<file path="src/rtl/fir_pkg.sv">
package fir_pkg;
  typedef enum logic [0:0] {
    LD_IDLE  = 1'b0,
    LD_SHIFT = 1'b1
  } load_state_t;
endpackage

</file>
<file path="src/rtl/fir_load_ctrl.sv">
module fir_load_ctrl #(
  parameter int TAPS = 8
) (
  input  logic clk,
  input  logic rst_coef,
  input  logic run_mode,
  input  logic load_start,
  output logic shift_en,
  output logic load_done
);
  import fir_pkg::*;

  localparam int CNT_W = (TAPS > 1) ? $clog2(TAPS) : 1;
  localparam logic [CNT_W-1:0] LAST = CNT_W'(TAPS - 1);

  load_state_t       state;
  logic [CNT_W-1:0]  cnt;

  always_ff @(posedge clk) begin
    if (rst_coef) begin
      state     <= LD_IDLE;
      cnt       <= '0;
      load_done <= 1'b0;
    end else begin
      load_done <= 1'b0;
      case (state)
        LD_IDLE: begin
          if (!run_mode && load_start) begin
            state <= LD_SHIFT;
            cnt   <= '0;
          end
        end
        default: begin
          if (run_mode) begin
            state <= LD_IDLE;
          end else if (cnt == LAST) begin
            state     <= LD_IDLE;
            load_done <= 1'b1;
          end else begin
            cnt <= cnt + 1'b1;
          end
        end
      endcase
    end
  end

  assign shift_en = (state == LD_SHIFT) && !run_mode;

  // the done flag is a single-cycle pulse
  a_r6_done_pulse: assert property (@(posedge clk) disable iff (rst_coef)
    load_done |=> !load_done);

  // done is only raised right after a weight was shifted in
  a_r6_done_after_shift: assert property (@(posedge clk) disable iff (rst_coef)
    $rose(load_done) |-> $past(shift_en));
endmodule

</file>
<file path="src/rtl/fir_coef_chain.sv">
module fir_coef_chain #(
  parameter int TAPS   = 8,
  parameter int COEF_W = 8
) (
  input  logic                          clk,
  input  logic                          rst_coef,
  input  logic                          shift_en,
  input  logic [COEF_W-1:0]             coef_in,
  output logic [TAPS-1:0][COEF_W-1:0]   coef_q
);
  // Entry at the top index; after TAPS shifts the first value sits at index 0,
  // which feeds the multiplier next to the output register.
  always_ff @(posedge clk) begin
    if (rst_coef) begin
      coef_q <= '0;
    end else if (shift_en) begin
      coef_q[TAPS-1] <= coef_in;
      for (int i = 0; i < TAPS - 1; i++) begin
        coef_q[i] <= coef_q[i+1];
      end
    end
  end
endmodule

</file>
<file path="src/rtl/fir_tap_mul.sv">
module fir_tap_mul #(
  parameter int IN_FRAC   = 8,
  parameter int COEF_FRAC = 7,
  parameter int OUT_FRAC  = 8
) (
  input  logic [IN_FRAC:0]   x,
  input  logic [COEF_FRAC:0] h,
  output logic [OUT_FRAC:0]  p
);
  localparam int XW = IN_FRAC + 1;
  localparam int HW = COEF_FRAC + 1;
  localparam int FW = XW + HW;
  localparam int YW = OUT_FRAC + 1;
  localparam int SH = IN_FRAC + COEF_FRAC - OUT_FRAC;

  logic signed [FW-1:0] full;
  logic signed [FW-1:0] kept;
  logic                 half_bit;

  always_comb begin
    full     = FW'($signed(x)) * FW'($signed(h));
    kept     = full >>> SH;
    half_bit = full[SH-1];
    p        = kept[YW-1:0] + YW'(half_bit);
  end

  initial begin
    a_r3_shift_positive: assert (SH >= 1);
  end
endmodule

</file>
<file path="src/rtl/fir_transposed.sv">
module fir_transposed #(
  parameter int TAPS      = 8,
  parameter int IN_FRAC   = 8,
  parameter int OUT_FRAC  = 8,
  parameter int COEF_FRAC = 7
) (
  input  logic                 clk,
  input  logic                 rst_data,
  input  logic                 rst_coef,
  input  logic                 run_mode,
  input  logic                 load_start,
  input  logic [COEF_FRAC:0]   coef_in,
  output logic                 load_done,
  input  logic [IN_FRAC:0]     x_in,
  output logic [OUT_FRAC:0]    y_out
);
  localparam int HW = COEF_FRAC + 1;
  localparam int YW = OUT_FRAC + 1;

  logic                      shift_en;
  logic [TAPS-1:0][HW-1:0]   coef_q;
  logic [YW-1:0]             prod [TAPS];
  logic [YW-1:0]             acc  [1:TAPS-1];

  fir_load_ctrl #(.TAPS(TAPS)) u_ctrl (
    .clk        (clk),
    .rst_coef   (rst_coef),
    .run_mode   (run_mode),
    .load_start (load_start),
    .shift_en   (shift_en),
    .load_done  (load_done)
  );

  fir_coef_chain #(.TAPS(TAPS), .COEF_W(HW)) u_chain (
    .clk      (clk),
    .rst_coef (rst_coef),
    .shift_en (shift_en),
    .coef_in  (coef_in),
    .coef_q   (coef_q)
  );

  for (genvar k = 0; k < TAPS; k++) begin : g_tap
    fir_tap_mul #(
      .IN_FRAC   (IN_FRAC),
      .COEF_FRAC (COEF_FRAC),
      .OUT_FRAC  (OUT_FRAC)
    ) u_mul (
      .x (x_in),
      .h (coef_q[k]),
      .p (prod[k])
    );
  end

  // Transposed chain: each register takes its product plus its upstream neighbour,
  // all sums in K+1 bits with wrap-around.
  always_ff @(posedge clk) begin
    if (rst_data) begin
      for (int k = 1; k < TAPS; k++) acc[k] <= '0;
      y_out <= '0;
    end else if (run_mode) begin
      acc[TAPS-1] <= prod[TAPS-1];
      for (int k = 1; k < TAPS - 1; k++) acc[k] <= prod[k] + acc[k+1];
      y_out <= prod[0] + acc[1];
    end
  end

  // a pipeline reset leaves the output at zero
  a_r8_out_cleared: assert property (@(posedge clk)
    rst_data |=> (y_out == '0));

  // load mode freezes the output
  a_r10_hold: assert property (@(posedge clk) disable iff (rst_data)
    (!run_mode && !$isunknown(y_out)) |=> $stable(y_out));

  // a pipeline reset does not disturb the weights
  a_r8_coef_kept: assert property (@(posedge clk) disable iff (rst_coef)
    (rst_data && !shift_en) |=> $stable(coef_q));
endmodule

</file>
<file path="config.mk">
export PLATFORM = sky130hd
export DESIGN_NAME = fir_transposed
export DESIGN_NICKNAME = d
export VERILOG_FILES = /design/src/rtl/fir_pkg.sv /design/src/rtl/fir_load_ctrl.sv /design/src/rtl/fir_coef_chain.sv /design/src/rtl/fir_tap_mul.sv /design/src/rtl/fir_transposed.sv
export SDC_FILE = /design/constraint.sdc
export NUM_CORES = 2
export LEC_CHECK = 0
export ABC_AREA = 1
export BUFFER_PORTS_ARGS = -buffer_cell sky130_fd_sc_hd__buf_2
export CAP_MARGIN = 5
export CORE_MARGIN = 2
export CORE_UTILIZATION = 60
export DETAILED_ROUTE_END_ITERATION = 8
export GPL_ROUTABILITY_DRIVEN = 0
export GPL_TIMING_DRIVEN = 1
export PLACE_DENSITY = 0.86
export SYNTH_ARGS = -nofsm -noshare
export SYNTH_HDL_FRONTEND = slang
export SYNTH_SLANG_ARGS = --single-unit
</file>
<file path="constraint.sdc">
create_clock -name clk -period 14 [get_ports clk]
set_input_delay 2.8 -clock clk [delete_from_list [all_inputs] [get_ports clk]]
set_output_delay 2.8 -clock clk [all_outputs]
set_load 0.02 [all_outputs]
</file>
* Word-level counts from Yosys, hierarchy flattened *
Memory sizes are Yosys's and may differ from the RTL's.
Cells that the tools add are included.

word-level totals
  register bits after elaboration = 78
  memory bits (writable) = 63
  output and inout port bits = 10
  logic and storage cells = 75
  memories kept = 1

cells by class
  add/subtract/negate cells = 16
  $mul = 8
  equal/unequal tests = 3
  multiplexer cells = 21
  bitwise gates (word level) = 8
  reduce and logical (&&, ||, !) cells = 6

memories
  memory  depth  width  read ports  clocked after Yosys merged registers in  wr ports  RTL line              RTL
  acc     7      9      7           0                                        7         fir_transposed.sv:23  logic [YW-1:0] acc [1:TAPS-1];

operator list
  cell                                                            count
  9-bit by 8-bit multiplier with 16-bit output                    8
  9-bit by 1-bit adder with 9-bit output                          8
  9-bit adder                                                     7
  9-bit two-way mux                                               7
  3-bit two-way mux                                               4
  1-bit two-way mux                                               10
  1-bit bitwise OR                                                7
  2-bit != test (second input constant)                           2
  3-bit by 1-bit adder with 3-bit output (second input constant)  1
  3-bit == test (second input constant)                           1
  3-bit AND reduction                                             1
  3-bit OR reduction                                              1
  1-bit logical AND                                               2
  2-bit nonzero test                                              1
  1-bit zero test                                                 1
  1-bit inverter                                                  1

* Depth between registers and ports, before layout *
  depth in word-level cells = 4
  depth in mapped cells = 37
  depth with buffers taken out = 35

* Modules after synthesis *
Synthesis repeated with hierarchy kept, for this count alone.

second synthesis, totals
  cells, all modules = 4756
  area total of the unflattened synthesis = 32822.7 um^2

by module, submodules not included
  module                            times used  cells each  area each (um^2)  sequential area each (um^2)
  fir_tap_mul (g_tap[0].u_mul ...)  4           462         3124.2            0.0
  fir_transposed                    1           631         5052.3            2072.0
  fir_tap_mul (g_tap[4].u_mul)      1           486         3163.0            0.0
  fir_tap_mul (g_tap[7].u_mul)      1           453         3098.0            0.0
  fir_tap_mul (g_tap[6].u_mul)      1           453         3070.4            0.0
  fir_tap_mul (g_tap[5].u_mul)      1           447         3034.2            0.0
  fir_coef_chain                    1           405         2666.3            1281.2
  fir_load_ctrl                     1           33          241.5             100.1

* Least setup slack after synthesis *
No wires, ideal clock.

  kind = input to register
  start = input port x_in[7]
  end = register, netlist name acc[0][53]
  arrival = 7.814 ns
  slack = 5.933 ns
  stages on the path = 30
  cell sequence = clkbuf_1 buf_1 nand2_1 fa_1 inv_1 fa_1 fa_1 inv_1 fa_1 inv_1 ha_1 nand2_1 nor3_1 inv_1 o21ai_0 nand2_1 nand2_1 nand2_1 nand3_1 nand2_1 ha_1 nand2_1 or2_2 nand3_1 nand2b_1 nand2_1 nand2_1 nand2_1 nor2_1 nor2_1

RTL lines
  element      RTL line              RTL
  from (decl)  fir_transposed.sv:14  input logic [IN_FRAC:0] x_in,

==> qor.yml <==
insertion_delay_ps: 480
path_class: "in -> reg"
power_density_nw_per_um2: 61.83
ys.flop_type: "dfxtp_1"
met1_usage: 0.3518
dieArea_sq_um: 48920
finClkSkew_ps: 17.97
muxShareOfSynthArea: 0
slew_viol_final: 0
ir_drop_v: 0.00009464
hold_viol: 0
firstDrtPassIters: 6
dp_hpwl_microns: 47940
diodes: 0
dr_total_vias: 22856
max_stage_delay_ps: 580
layout-drive-gt1-share: 0.02947
cts_tree: "built"
die_x_microns: 221.2
placementRows: 79
grt_pass1_wl_microns: 111600
critical_path.slowest_cell: "buf_4"
period_share: 0.6103
drt-initial-drc-count: 1815
synth_top_family_by_area: "adder cells"
postCtsSetupBuffers: 0
slew_headroom: 0.2868
yosysWarnings: 0
synth_compound_area_frac: 0.06787
yosysUniqueCellTypes: 47
ant_nets: 0
whs_ps: 452.4
endpoint_kind: "flop"
yosysSeqAreaShare: 0.1220
core_sq_um: 46560
grt_use_total: 0.2787
cp_common_cell: "nand2_1"
worstPathArrival_ps: 8780
cp-start-kind: "input port"
critical_path_required_ps: 14240
drc: 0
rsz0062_at_grt: "no"
grt_pass1_vias: 23749
status: "complete, no violations"
syn_inst: 3763
root_buffer: "clkbuf_16"
synth_xor_xnor_area_share: 0.03179
cts.reportedPaths.clkPinSlew_ps: 70
fill_cells: 3656
htreeDepth: 4
antenna_found_initial: 0
synth_fa_ha_area_frac: 0.4458
path_max_fanout: 40
finalWirelength_microns: 64350
holdBufCountCts: 0
fmax_mhz: 117.0
portBuffers: 31
viasPerCell: 5.308
synth-seq-cells: 141
met3_usage: 0.04661
start_util: 0.6078
maxCapViolCount: 0
use_met2: 0.4754
wl_per_cell_microns: 14.94
finalSetupTns_ps: 0
synth_nets: 4516
finalWorstPathRequiredPeriod_ps: 8544
grt_overflow: 0
cts_buffer_depth: 2
cts.sinks: 141
worst_pin_slew_ps: 1068
setup_violations: 0
syn_area_sq_um: 28300
nets: 4439
area_delta_synth_final_pct: 3.838
fp.dieH_microns: 221.2
holdCritPathClass: "reg -> reg"
avgSynthCellArea_sq_um: 7.520
cts-resized-gates: 0
ios: 32
top_usage_layer: "met2"
cts_buffers: 17
p_leak_uw: 0.01762
grt_max_degree: 71
yosys.area_share.simple: 0.1703
async_flop_share: 0
synth-edff-count: 63
==> per-stage QoR <==
stage          power [uW]  utilization  instance area (sq um)  setup slack (ps)  instances
2_1_floorplan        1119            -                  28300              5933       3763
3_3_place_gp         1274       0.6180                  28770              5145       4274
3_5_place_dp         1311       0.6180                  28770              5012       4274
4_1_cts              1816       0.6312                  29380              5502       4306
5_1_grt              1959       0.6312                  29380              5004       4306
6_report             1817       0.6312                  29380              5456       4306
==> logic make-up (layout without fill, tap and decap cells) <==
logic type,after synthesis,after routing
flops,141,141
buf+inv,1214,1150
compound gates,353,353
xor+xnor,101,101
fa+ha+maj,731,731
simple gates,1223,1223
==> cell type report <==
| type | count | area (sq um) | share of cell area |
|---|---|---|---|
| Multi-Input combinational cell | 2408 | 20270 | 0.6898 |
| Tap cell | 607 | 759.5 | 0.02585 |
| Inverter | 1072 | 4024 | 0.1369 |
| Clock inverter | 14 | 181.4 | 0.006174 |
| Sequential cell | 141 | 3453 | 0.1175 |
| Timing Repair Buffer | 46 | 267.8 | 0.009112 |
| Clock buffer | 18 | 429.2 | 0.01461 |
==> flip-flops by register name (all words and copies together) (netlist names) <==
register,cells
u_ctrl.load_done,1
u_ctrl.state,1
y_out,9
u_ctrl.cnt,3
acc,63
u_chain.coef_q,64
==> worst paths after layout <==
path / start / to / slack, ps / cells past startpoint
worst max-delay path: x_in[8] / acc[0][53] / 5460 / 30
worst min register to register: y_out[8] / y_out[8] / 450 / 2
worst min-delay path: y_out[8] / y_out[8] / 450 / 2
worst max register to register: u_chain.coef_q[47] / acc[0][53] / 8170 / 28
==> critical path, delay by kind of cell <==
family / cells / cell delay, ps
and+or+nand+nor: 17 / 1790
AOI/OAI and AO/OA: 1 / 270
buffers and inverters: 6 / 1280
adders and majority gates: 6 / 2620
==> cell usage in the layout, fill, tap and decap left out, types with 8 or more instances in the layout <==
cell / count
a21o_1: 9
a21oi_1: 151
buf_2: 31
buf_4: 15
clkbuf_16: 17
dfxtp_1: 78
edfxtp_1: 63
fa_1: 462
ha_1: 269
inv_1: 1063
nand2_1: 834
nand3_1: 83
nand4_1: 14
nor2_1: 255
nor3_1: 10
o21ai_0: 147
o21bai_1: 8
or2_2: 11
xnor2_1: 44
xor2_1: 55
==> where the power goes <==
part           total, uW  switching [uW]  leakage (uW)  internal (uW)
Combinational        790             499        0.0160            291
Sequential           526            47.9       0.00133            478
Clock                501             216      0.000304            285
==> Yosys cell counts, types with 3 or more instances <==
cell	count	area, sq um
o21ai_0	147	735.7
xnor2_1	44	385.4
nand3b_1	4	30.03
a211oi_1	7	52.55
a21o_1	9	67.56
a21oi_1	151	755.7
nand2_1	834	3131
o21a_1	5	37.54
inv_2	5	18.77
o21ai_1	4	20.02
nand2b_1	3	18.77
inv_1	1065	3998
dfxtp_1	78	1562
nor3_1	10	50.05
o21bai_1	8	60.06
clkbuf_1	119	446.7
nor2_1	257	964.7
edfxtp_1	63	1892
nand4_1	14	87.58
or2_2	11	68.82
fa_1	462	9249
o211ai_1	4	30.03
a31oi_1	5	31.28
buf_1	17	63.81
ha_1	269	3366
xor2_1	55	481.7
nand3_1	83	415.4
==> metal layers <==
layer	vias to the layer above	share of wire
li1	10824	-
met1	10914	0.40
met2	934	0.48
met3	184	0.077
met4	0	0.039
met5	-	0
No activity file was read; power rests on OpenSTA's default activity.
